==> src/rtl/dsi_cmd_pkg.sv <==
package dsi_cmd_pkg;

  localparam logic [1:0] ADDR_SETTINGS = 2'd0;
  localparam logic [1:0] ADDR_PUSH     = 2'd1;
  localparam logic [1:0] ADDR_SEND     = 2'd2;
  localparam logic [1:0] ADDR_FLUSH    = 2'd3;

  localparam logic [2:0] KIND_WRITE = 3'd0;
  localparam logic [2:0] KIND_READ  = 3'd1;
  localparam logic [2:0] KIND_TE    = 3'd4;
  localparam logic [2:0] KIND_TRIG  = 3'd5;
  localparam logic [2:0] KIND_ACK   = 3'd6;

  localparam int STATUS_W    = 11;
  localparam int ST_BUSY     = 0;
  localparam int ST_WR_DONE  = 1;
  localparam int ST_TRG_DONE = 2;
  localparam int ST_RD_DONE  = 3;
  localparam int ST_ACK      = 4;
  localparam int ST_ACK_ERR  = 5;
  localparam int ST_RD_ERR   = 10;

  typedef struct packed {
    logic       lowPower;
    logic [7:0] size;
    logic [1:0] vc;
    logic [5:0] dataType;
    logic       isLong;
    logic [2:0] kind;
  } cmdSettings_t;

  // strobes from control to datapath
  typedef struct packed {
    logic beginCmd;
    logic dropCmd;
    logic rxTake;
    logic setWrDone;
    logic setTrigDone;
    logic setRdDone;
    logic setRdErr;
    logic setAck;
    logic setAckErr;
  } ctlStrobe_t;

  function automatic cmdSettings_t unpackSettings(input logic [31:0] w);
    cmdSettings_t s;
    s.lowPower = w[24];
    s.size     = w[23:16];
    s.vc       = w[15:14];
    s.dataType = w[13:8];
    s.isLong   = w[3];
    s.kind     = w[2:0];
    return s;
  endfunction

endpackage

==> src/rtl/dsi_cmd_ctrl.sv <==
module dsi_cmd_ctrl
  import dsi_cmd_pkg::*;
#(
  parameter int CMD_BYTES = 8
) (
  input  logic       clk,
  input  logic       rstN,
  input  logic       sendReq,
  input  logic [2:0] cfgKind,
  input  logic [7:0] cfgSize,
  input  logic       cfgLong,
  input  logic       txReady,
  input  logic       rxValid,
  input  logic       rxLast,
  input  logic       rxErr,
  output ctlStrobe_t stb,
  output logic       txValid,
  output logic       busy,
  output logic [8:0] byteIdx
);

  typedef enum logic [1:0] {ST_IDLE, ST_TX, ST_RX} state_e;

  state_e     state, stateNext;
  logic [8:0] idxNext;
  logic [8:0] lastIdx;
  logic       kindKnown;
  logic       sizeFits;
  logic       readFits;
  logic       cmdLegal;

  always_comb begin
    kindKnown = (cfgKind == KIND_WRITE) || (cfgKind == KIND_READ) ||
                (cfgKind == KIND_TE) || (cfgKind == KIND_TRIG) ||
                (cfgKind == KIND_ACK);
    sizeFits  = int'({24'd0, cfgSize}) <= CMD_BYTES;
    readFits  = !((cfgKind == KIND_READ) && (cfgSize > 8'd2));
    cmdLegal  = kindKnown && sizeFits && readFits;
    lastIdx   = cfgLong ? ({1'b0, cfgSize} + 9'd3) : 9'd3;
  end

  always_comb begin
    stb       = '0;
    stateNext = state;
    idxNext   = byteIdx;
    unique case (state)
      ST_IDLE: begin
        if (sendReq && cmdLegal) begin
          stb.beginCmd = 1'b1;
          stateNext    = ST_TX;
          idxNext      = 9'd0;
        end
      end
      ST_TX: begin
        if (txReady) begin
          if (byteIdx == lastIdx) begin
            stb.dropCmd = 1'b1;
            if (cfgKind == KIND_WRITE) begin
              stb.setWrDone = 1'b1;
              stateNext     = ST_IDLE;
            end else if ((cfgKind == KIND_TE) || (cfgKind == KIND_TRIG)) begin
              stb.setTrigDone = 1'b1;
              stateNext       = ST_IDLE;
            end else begin
              stateNext = ST_RX;
            end
          end else begin
            idxNext = byteIdx + 9'd1;
          end
        end
      end
      ST_RX: begin
        if (rxValid) begin
          stb.rxTake = (cfgKind == KIND_READ);
          if (rxLast) begin
            stateNext = ST_IDLE;
            if (cfgKind == KIND_READ) begin
              stb.setRdErr  = rxErr;
              stb.setRdDone = !rxErr;
            end else begin
              stb.setAckErr = rxErr;
              stb.setAck    = !rxErr;
            end
          end
        end
      end
      default: stateNext = ST_IDLE;
    endcase
  end

  always_ff @(posedge clk) begin
    if (!rstN) begin
      state   <= ST_IDLE;
      byteIdx <= 9'd0;
    end else begin
      state   <= stateNext;
      byteIdx <= idxNext;
    end
  end

  assign txValid = (state == ST_TX);
  assign busy    = (state != ST_IDLE);

endmodule

==> src/rtl/dsi_cmd_datapath.sv <==
module dsi_cmd_datapath
  import dsi_cmd_pkg::*;
#(
  parameter int CMD_WORDS = 2,
  parameter int RX_WORDS  = 2
) (
  input  logic                clk,
  input  logic                rstN,
  input  logic                regWe,
  input  logic [1:0]          regAddr,
  input  logic [31:0]         regWdata,
  input  logic                busy,
  input  logic [8:0]          byteIdx,
  input  ctlStrobe_t          stb,
  input  logic [7:0]          rxByte,
  input  logic                rxLast,
  input  logic                rdPop,
  output cmdSettings_t        cfg,
  output logic                sendReq,
  output logic [7:0]          txByte,
  output logic                txLp,
  output logic [STATUS_W-1:0] status,
  output logic [31:0]         rdWord,
  output logic                rdWordValid
);

  localparam int CIW = (CMD_WORDS > 1) ? $clog2(CMD_WORDS) : 1;
  localparam int CCW = $clog2(CMD_WORDS + 1);
  localparam int RIW = (RX_WORDS > 1) ? $clog2(RX_WORDS) : 1;
  localparam int RCW = $clog2(RX_WORDS + 1);
  localparam logic [CCW-1:0] CMD_FULL = CCW'(CMD_WORDS);
  localparam logic [RCW-1:0] RX_FULL  = RCW'(RX_WORDS);
  localparam logic [RIW-1:0] RX_LAST  = RIW'(RX_WORDS - 1);

  // register decode
  logic wrSettings, wrPush, wrFlush;
  always_comb begin
    sendReq    = regWe && (regAddr == ADDR_SEND);
    wrSettings = regWe && (regAddr == ADDR_SETTINGS) && !busy;
    wrPush     = regWe && (regAddr == ADDR_PUSH) && !busy;
    wrFlush    = regWe && (regAddr == ADDR_FLUSH) && !busy;
  end

  always_ff @(posedge clk) begin
    if (!rstN) cfg <= '0;
    else if (wrSettings) cfg <= unpackSettings(regWdata);
  end

  // command payload FIFO
  logic [31:0]    cmdMem [CMD_WORDS];
  logic [CCW-1:0] cmdCount;

  always_ff @(posedge clk) begin
    if (!rstN) begin
      cmdCount <= '0;
    end else if (wrFlush || stb.dropCmd) begin
      cmdCount <= '0;
    end else if (wrPush && (cmdCount != CMD_FULL)) begin
      cmdCount <= cmdCount + 1'b1;
    end
  end

  always_ff @(posedge clk) begin
    if (wrPush && (cmdCount != CMD_FULL)) cmdMem[cmdCount[CIW-1:0]] <= regWdata;
  end

  // outgoing byte selection
  logic [8:0] fetchIdx;
  logic [6:0] fetchWord;
  logic       fetchOk;
  logic [7:0] fetchByte;
  logic [31:0] fetchData;

  always_comb begin
    if (byteIdx >= 9'd4)      fetchIdx = byteIdx - 9'd4;
    else if (byteIdx == 9'd2) fetchIdx = 9'd1;
    else                      fetchIdx = 9'd0;
    fetchWord = fetchIdx[8:2];
    fetchOk   = 9'(fetchWord) < 9'(cmdCount);
    fetchData = cmdMem[fetchWord[CIW-1:0]];
    fetchByte = fetchOk ? fetchData[{fetchIdx[1:0], 3'b000} +: 8] : 8'd0;
  end

  always_comb begin
    unique case (byteIdx)
      9'd0:    txByte = {cfg.vc, cfg.dataType};
      9'd1:    txByte = cfg.isLong ? cfg.size : fetchByte;
      9'd2:    txByte = cfg.isLong ? 8'd0 : fetchByte;
      9'd3:    txByte = 8'd0;
      default: txByte = fetchByte;
    endcase
  end

  assign txLp = cfg.lowPower;

  // status
  logic doneAny;
  assign doneAny = stb.setWrDone | stb.setTrigDone | stb.setRdDone |
                   stb.setRdErr | stb.setAck | stb.setAckErr;

  always_ff @(posedge clk) begin
    if (!rstN) begin
      status <= '0;
    end else if (stb.beginCmd) begin
      status <= STATUS_W'(1);
    end else begin
      if (doneAny)         status[ST_BUSY]     <= 1'b0;
      if (stb.setWrDone)   status[ST_WR_DONE]  <= 1'b1;
      if (stb.setTrigDone) status[ST_TRG_DONE] <= 1'b1;
      if (stb.setRdDone)   status[ST_RD_DONE]  <= 1'b1;
      if (stb.setRdErr)    status[ST_RD_ERR]   <= 1'b1;
      if (stb.setAck)      status[ST_ACK]      <= 1'b1;
      if (stb.setAckErr)   status[ST_ACK_ERR]  <= 1'b1;
    end
  end

  // receive packing and FIFO
  logic [31:0]    rxMem [RX_WORDS];
  logic [31:0]    rxPart, rxMerged;
  logic [1:0]     rxLane;
  logic [RIW-1:0] rxWr, rxRd;
  logic [RCW-1:0] rxCount;
  logic           rxClose, rxCommit, rxPopOk;

  always_comb begin
    rxMerged = rxPart;
    rxMerged[{rxLane, 3'b000} +: 8] = rxByte;
    rxClose  = stb.rxTake && ((rxLane == 2'd3) || rxLast);
    rxCommit = rxClose && (rxCount != RX_FULL);
    rxPopOk  = rdPop && (rxCount != '0);
  end

  always_ff @(posedge clk) begin
    if (!rstN || stb.beginCmd) begin
      rxPart  <= '0;
      rxLane  <= '0;
      rxWr    <= '0;
      rxRd    <= '0;
      rxCount <= '0;
    end else begin
      if (stb.rxTake) begin
        rxPart <= rxClose ? 32'd0 : rxMerged;
        rxLane <= rxClose ? 2'd0 : rxLane + 2'd1;
      end
      if (rxCommit) rxWr <= (rxWr == RX_LAST) ? '0 : rxWr + 1'b1;
      if (rxPopOk)  rxRd <= (rxRd == RX_LAST) ? '0 : rxRd + 1'b1;
      if (rxCommit && !rxPopOk)      rxCount <= rxCount + 1'b1;
      else if (!rxCommit && rxPopOk) rxCount <= rxCount - 1'b1;
    end
  end

  always_ff @(posedge clk) begin
    if (rxCommit) rxMem[rxWr] <= rxMerged;
  end

  assign rdWord      = rxMem[rxRd];
  assign rdWordValid = (rxCount != '0);

endmodule

==> src/rtl/dsi_cmd_engine.sv <==
module dsi_cmd_engine
  import dsi_cmd_pkg::*;
#(
  parameter int DEPTH_CODE = 1,
  parameter int RX_WORDS   = 2
) (
  input  logic        clk,
  input  logic        rstN,
  input  logic        regWe,
  input  logic [1:0]  regAddr,
  input  logic [31:0] regWdata,
  output logic [7:0]  txByte,
  output logic        txValid,
  input  logic        txReady,
  output logic        txLp,
  input  logic [7:0]  rxByte,
  input  logic        rxValid,
  input  logic        rxLast,
  input  logic        rxErr,
  output logic [10:0] status,
  output logic [31:0] rdWord,
  output logic        rdWordValid,
  input  logic        rdPop
);

  localparam int CMD_WORDS = 1 << DEPTH_CODE;
  localparam int CMD_BYTES = 4 * CMD_WORDS;

  cmdSettings_t cfg;
  ctlStrobe_t   stb;
  logic         sendReq;
  logic         busy;
  logic [8:0]   byteIdx;

  dsi_cmd_ctrl #(.CMD_BYTES(CMD_BYTES)) u_ctrl (
    .clk     (clk),
    .rstN    (rstN),
    .sendReq (sendReq),
    .cfgKind (cfg.kind),
    .cfgSize (cfg.size),
    .cfgLong (cfg.isLong),
    .txReady (txReady),
    .rxValid (rxValid),
    .rxLast  (rxLast),
    .rxErr   (rxErr),
    .stb     (stb),
    .txValid (txValid),
    .busy    (busy),
    .byteIdx (byteIdx)
  );

  dsi_cmd_datapath #(.CMD_WORDS(CMD_WORDS), .RX_WORDS(RX_WORDS)) u_dp (
    .clk         (clk),
    .rstN        (rstN),
    .regWe       (regWe),
    .regAddr     (regAddr),
    .regWdata    (regWdata),
    .busy        (busy),
    .byteIdx     (byteIdx),
    .stb         (stb),
    .rxByte      (rxByte),
    .rxLast      (rxLast),
    .rdPop       (rdPop),
    .cfg         (cfg),
    .sendReq     (sendReq),
    .txByte      (txByte),
    .txLp        (txLp),
    .status      (status),
    .rdWord      (rdWord),
    .rdWordValid (rdWordValid)
  );

endmodule

==> config.mk <==
export PLATFORM = sky130hd
export DESIGN_NAME = dsi_cmd_engine
export DESIGN_NICKNAME = d
export VERILOG_FILES = /design/src/rtl/dsi_cmd_pkg.sv /design/src/rtl/dsi_cmd_ctrl.sv /design/src/rtl/dsi_cmd_datapath.sv /design/src/rtl/dsi_cmd_engine.sv
export SDC_FILE = /design/constraint.sdc
export NUM_CORES = 1
export LEC_CHECK = 0
export ABC_CLOCK_PERIOD_IN_PS = 9620
export BUFFER_PORTS_ARGS = -buffer_cell sky130_fd_sc_hd__clkbuf_2
export CAP_MARGIN = 20
export CELL_PAD_IN_SITES_DETAIL_PLACEMENT = 0
export CELL_PAD_IN_SITES_GLOBAL_PLACEMENT = 2
export CORE_ASPECT_RATIO = 0.9
export CORE_UTILIZATION = 41
export DETAILED_ROUTE_END_ITERATION = 8
export PLACE_DENSITY_LB_ADDON = 0.1
export SYNTH_ARGS = -nofsm -noshare
export SYNTH_HDL_FRONTEND = slang
export SYNTH_HIERARCHICAL = 1
export SYNTH_SLANG_ARGS = --single-unit
==> constraint.sdc <==
create_clock -name clk -period 9.62 [get_ports clk]
set_input_delay 0.481 -clock clk [delete_from_list [all_inputs] [get_ports clk]]
set_output_delay 0.481 -clock clk [all_outputs]
set_load 0.05 [all_outputs]
==> summary.md <==
The pin count of the biggest net entering global routing was 46. The initial utilization of the core area, before any placement, comes to 42.1%. The pin slew with the least headroom to its limit came out at 1000 ps.

The setup total negative slack came out at 0 ps. The average instance in the mapped netlist occupies 10.8 um^2. The count of nets left with antenna violations once routing finished came out at 0. Clock tree synthesis inserted a total of 23 buffers.

Pin placement for this block handled 104 I/O pins. The most critical setup path has its endpoint at txByte[1]. The run gives 0 as the number of antenna violations at the first check in global routing.

The run gives 11100 um^2 as the final instance area. The area added between synthesis and finish was 16.4%; the number of setup buffers added after CTS was 0. The min-delay analysis places its worst path in the category in2reg.

Setup violations remaining at the end of the flow were counted as 0. Yosys printed 6 warnings. The endpoint type of the worst setup path was a primary output. Post-route minimum period: 4280 ps. In this run the worst path has a maximum fanout of 19.

For the routability congestion estimate, the log shows 0.801. Number of violations reported at the end of detailed-routing iteration 0: 637. In this run the cell area of the synthesized design comes to 9530 um^2. Wires add up to 25.5 mm.

Clock tree synthesis found a total of 208 sinks. The layout has 2106 filler cells. The total power per unit cell area is 177 nW/um^2, and the average routed wire per standard cell is 19.7 um. The first global-routing pass estimated 39.4 mm of wire. Clock-pin slew was measured on the worst setup and hold paths at 60 ps. The tools report the global route total overflow as 0.

The number of port buffers came out at 99. At the worst endpoint, the arrival time is 3800 ps. The number of optimization iterations in the first detailed-route pass was 5. After floorplanning, the core was divided into 52 placement rows.

Dividing the final minimum period by the clock period gives 44.5%. The logs give 14.2 ps for the worst clock skew and 0 for the number of buffers inserted by hold repair at cts. The die covers 23900 um^2.

Once placement finished, the instance area stood at 10300 um^2. In this run the vertical extent of the chip is 147 um. The logs give 22600 um^2 for the core area and 0 for the max-capacitance violation count. The startpoint identified for the worst register-to-register timing path is u_dp/cfg[3]$_SDFFE_PN0P_.

The via-per-instance ratio is 5.56, and the global router's overall resource usage is 21.4%. Headroom to the max-slew limit came out at 33.2%. The worst setup path is launched from a flop. The tools report the number of pins exceeding their max-slew limit in the final report as 0. The die is 163 um wide.

At the worst endpoint, the required time is 9140 ps. The run gives 1 as the deepest level of the CTS H-tree. Endpoint of the most critical register-to-register path: u_dp/status[0]$_SDFFE_PN0P_. Root buffer selected by CTS: clkbuf_16. Setup slack on the worst reg-to-reg path comes out at 6050 ps.

The number of gates resized after CTS was 0. For this run, the top clock speed supported by timing is 234 MHz. In the synthesized netlist, the number of instances is 885. The peak ir drop on the vdd network came out at 0.0999 mV. The tools report the via count of the first global-routing pass as 6868. The clock passes through at most 3 buffers. The clock latency at the later pin of the worst-skew pair was 510 ps. The run finished with clean final reports.

The worst setup path is of the reg2out kind. The routed layout has 7185 vias. The leakage dissipation came out at 3.89 nW.

Setup repair after global routing left no endpoint under its margin. The remaining routing DRC violations is 0. The cell depth of the worst hold path was 1. Counting cells, the worst reg-to-reg path comes to 10. Of the cells placed in the final design, the portion with a size suffix greater than 1 is 22.0%. The number of antenna diodes in the final layout is 0. The final layout contains 1045 nets.

The hold violation total from the final report is 0. Cells fill 49.0% of the core in the end. The startpoint of the most critical setup path is u_ctrl/byteIdx[2]$_SDFFE_PN0P_.

TritonCTS built the clock tree. Detailed placement ended at an HPWL of 16.9 mm.
layer usage:
| layer | track usage [%] | wire (um) | vias to the layer above | share of wire (%) |
|---|---|---|---|---|
| met5 | 0 | 0 | - | 0 |
| met4 | 4.91 | 484 | 0 | 1.9 |
| met3 | 2.95 | 1530 | 33 | 6.0 |
| met2 | 31.8 | 11000 | 236 | 43 |
| met1 | 32.8 | 12400 | 3524 | 49 |
| li1 | - | - | 3392 | - |
registers in the layout, summed over array words and instances, names as in the netlist, named ones only:
signal          count
u_dp/cfg           20
u_dp/cmdMem        64
u_dp/rxMem         64
u_dp/cmdCount       2
u_dp/rxWr           1
u_dp/status         7
u_dp/rxCount        2
u_dp/rxRd           1
u_dp/rxPart        32
u_dp/txLp           1
u_ctrl/byteIdx      9
u_dp/rxLane         2
u_ctrl/state        2
final cells by class:
cell class	count	area, um^2	share of cell area (%)
clock inverter	18	230	2.08
sequential	208	5450	49.1
tap	297	372	3.35
inverter	51	191	1.73
timing repair buffer	110	578	5.21
multi-input combinational	586	3700	33.4
clock buffer	23	576	5.19
how the worst min path moves through the flow:
| stage | startpoint | slack (ps) | end |
|---|---|---|---|
| 6_report | regWdata[7] | 160 | u_dp/cmdMem[0][7]$_DFFE_PP_ |
| 5_1_grt | regWdata[5] | 150 | u_dp/cmdMem[1][5]$_DFFE_PP_ |
| 4_1_cts | regWdata[5] | 140 | u_dp/cmdMem[1][5]$_DFFE_PP_ |
| 3_5_place_dp | u_dp/status[1]$_SDFFE_PP0P_ | 460 | u_dp/status[1]$_SDFFE_PP0P_ |
| 3_3_place_gp | u_dp/txLp$_SDFFE_PN0P_ | 450 | u_dp/txLp$_SDFFE_PN0P_ |
| 2_1_floorplan | u_dp/cfg[10]$_SDFFE_PN0P_ | 440 | u_dp/cfg[10]$_SDFFE_PN0P_ |
power by group:
| group | internal, W | switching [W] |
|---|---|---|
| registers | 0.000952 | 0.00000791 |
| clock network | 0.000573 | 0.000356 |
| logic | 0.0000219 | 0.0000533 |
| total | 0.00155 | 0.000418 |
placed cells by master, fill, tap and decap left out, drive strengths merged, types with 20 or more instances in the layout:
| master | n |
|---|---|
| mux2 | 32 |
| edfxtp | 128 |
| o21ai | 46 |
| inv | 50 |
| nand3 | 20 |
| clkbuf | 122 |
| a21boi | 28 |
| dfxtp | 80 |
| nand2 | 132 |
| a22oi | 35 |
| a21oi | 31 |
| nor2 | 67 |
per-stage QoR:
stage | total power (W) | worst slack (ps) | hold WS, ps | std cells
final | 0.00196 | 5340 | 161 | 1293
after global routing | 0.00203 | 5120 | 150 | 1293
after global placement | 0.00105 | 5980 | 454 | 1252
after floorplan | 0.00102 | 5330 | 444 | 888
after detailed placement | 0.00105 | 5890 | 464 | 1252
after CTS | 0.00199 | 5330 | 140 | 1293
critical path, cell delays in order, from the launching register on:
cell	delay (ps)
dfxtp_1	330
clkinv_1	540
ha_1	500
and3b_1	240
nand4_1	330
nor2b_1	570
a32oi_1	210
a21oi_1	180
o31ai_1	130
clkbuf_2	260
(Power assumes the default switching activity.)
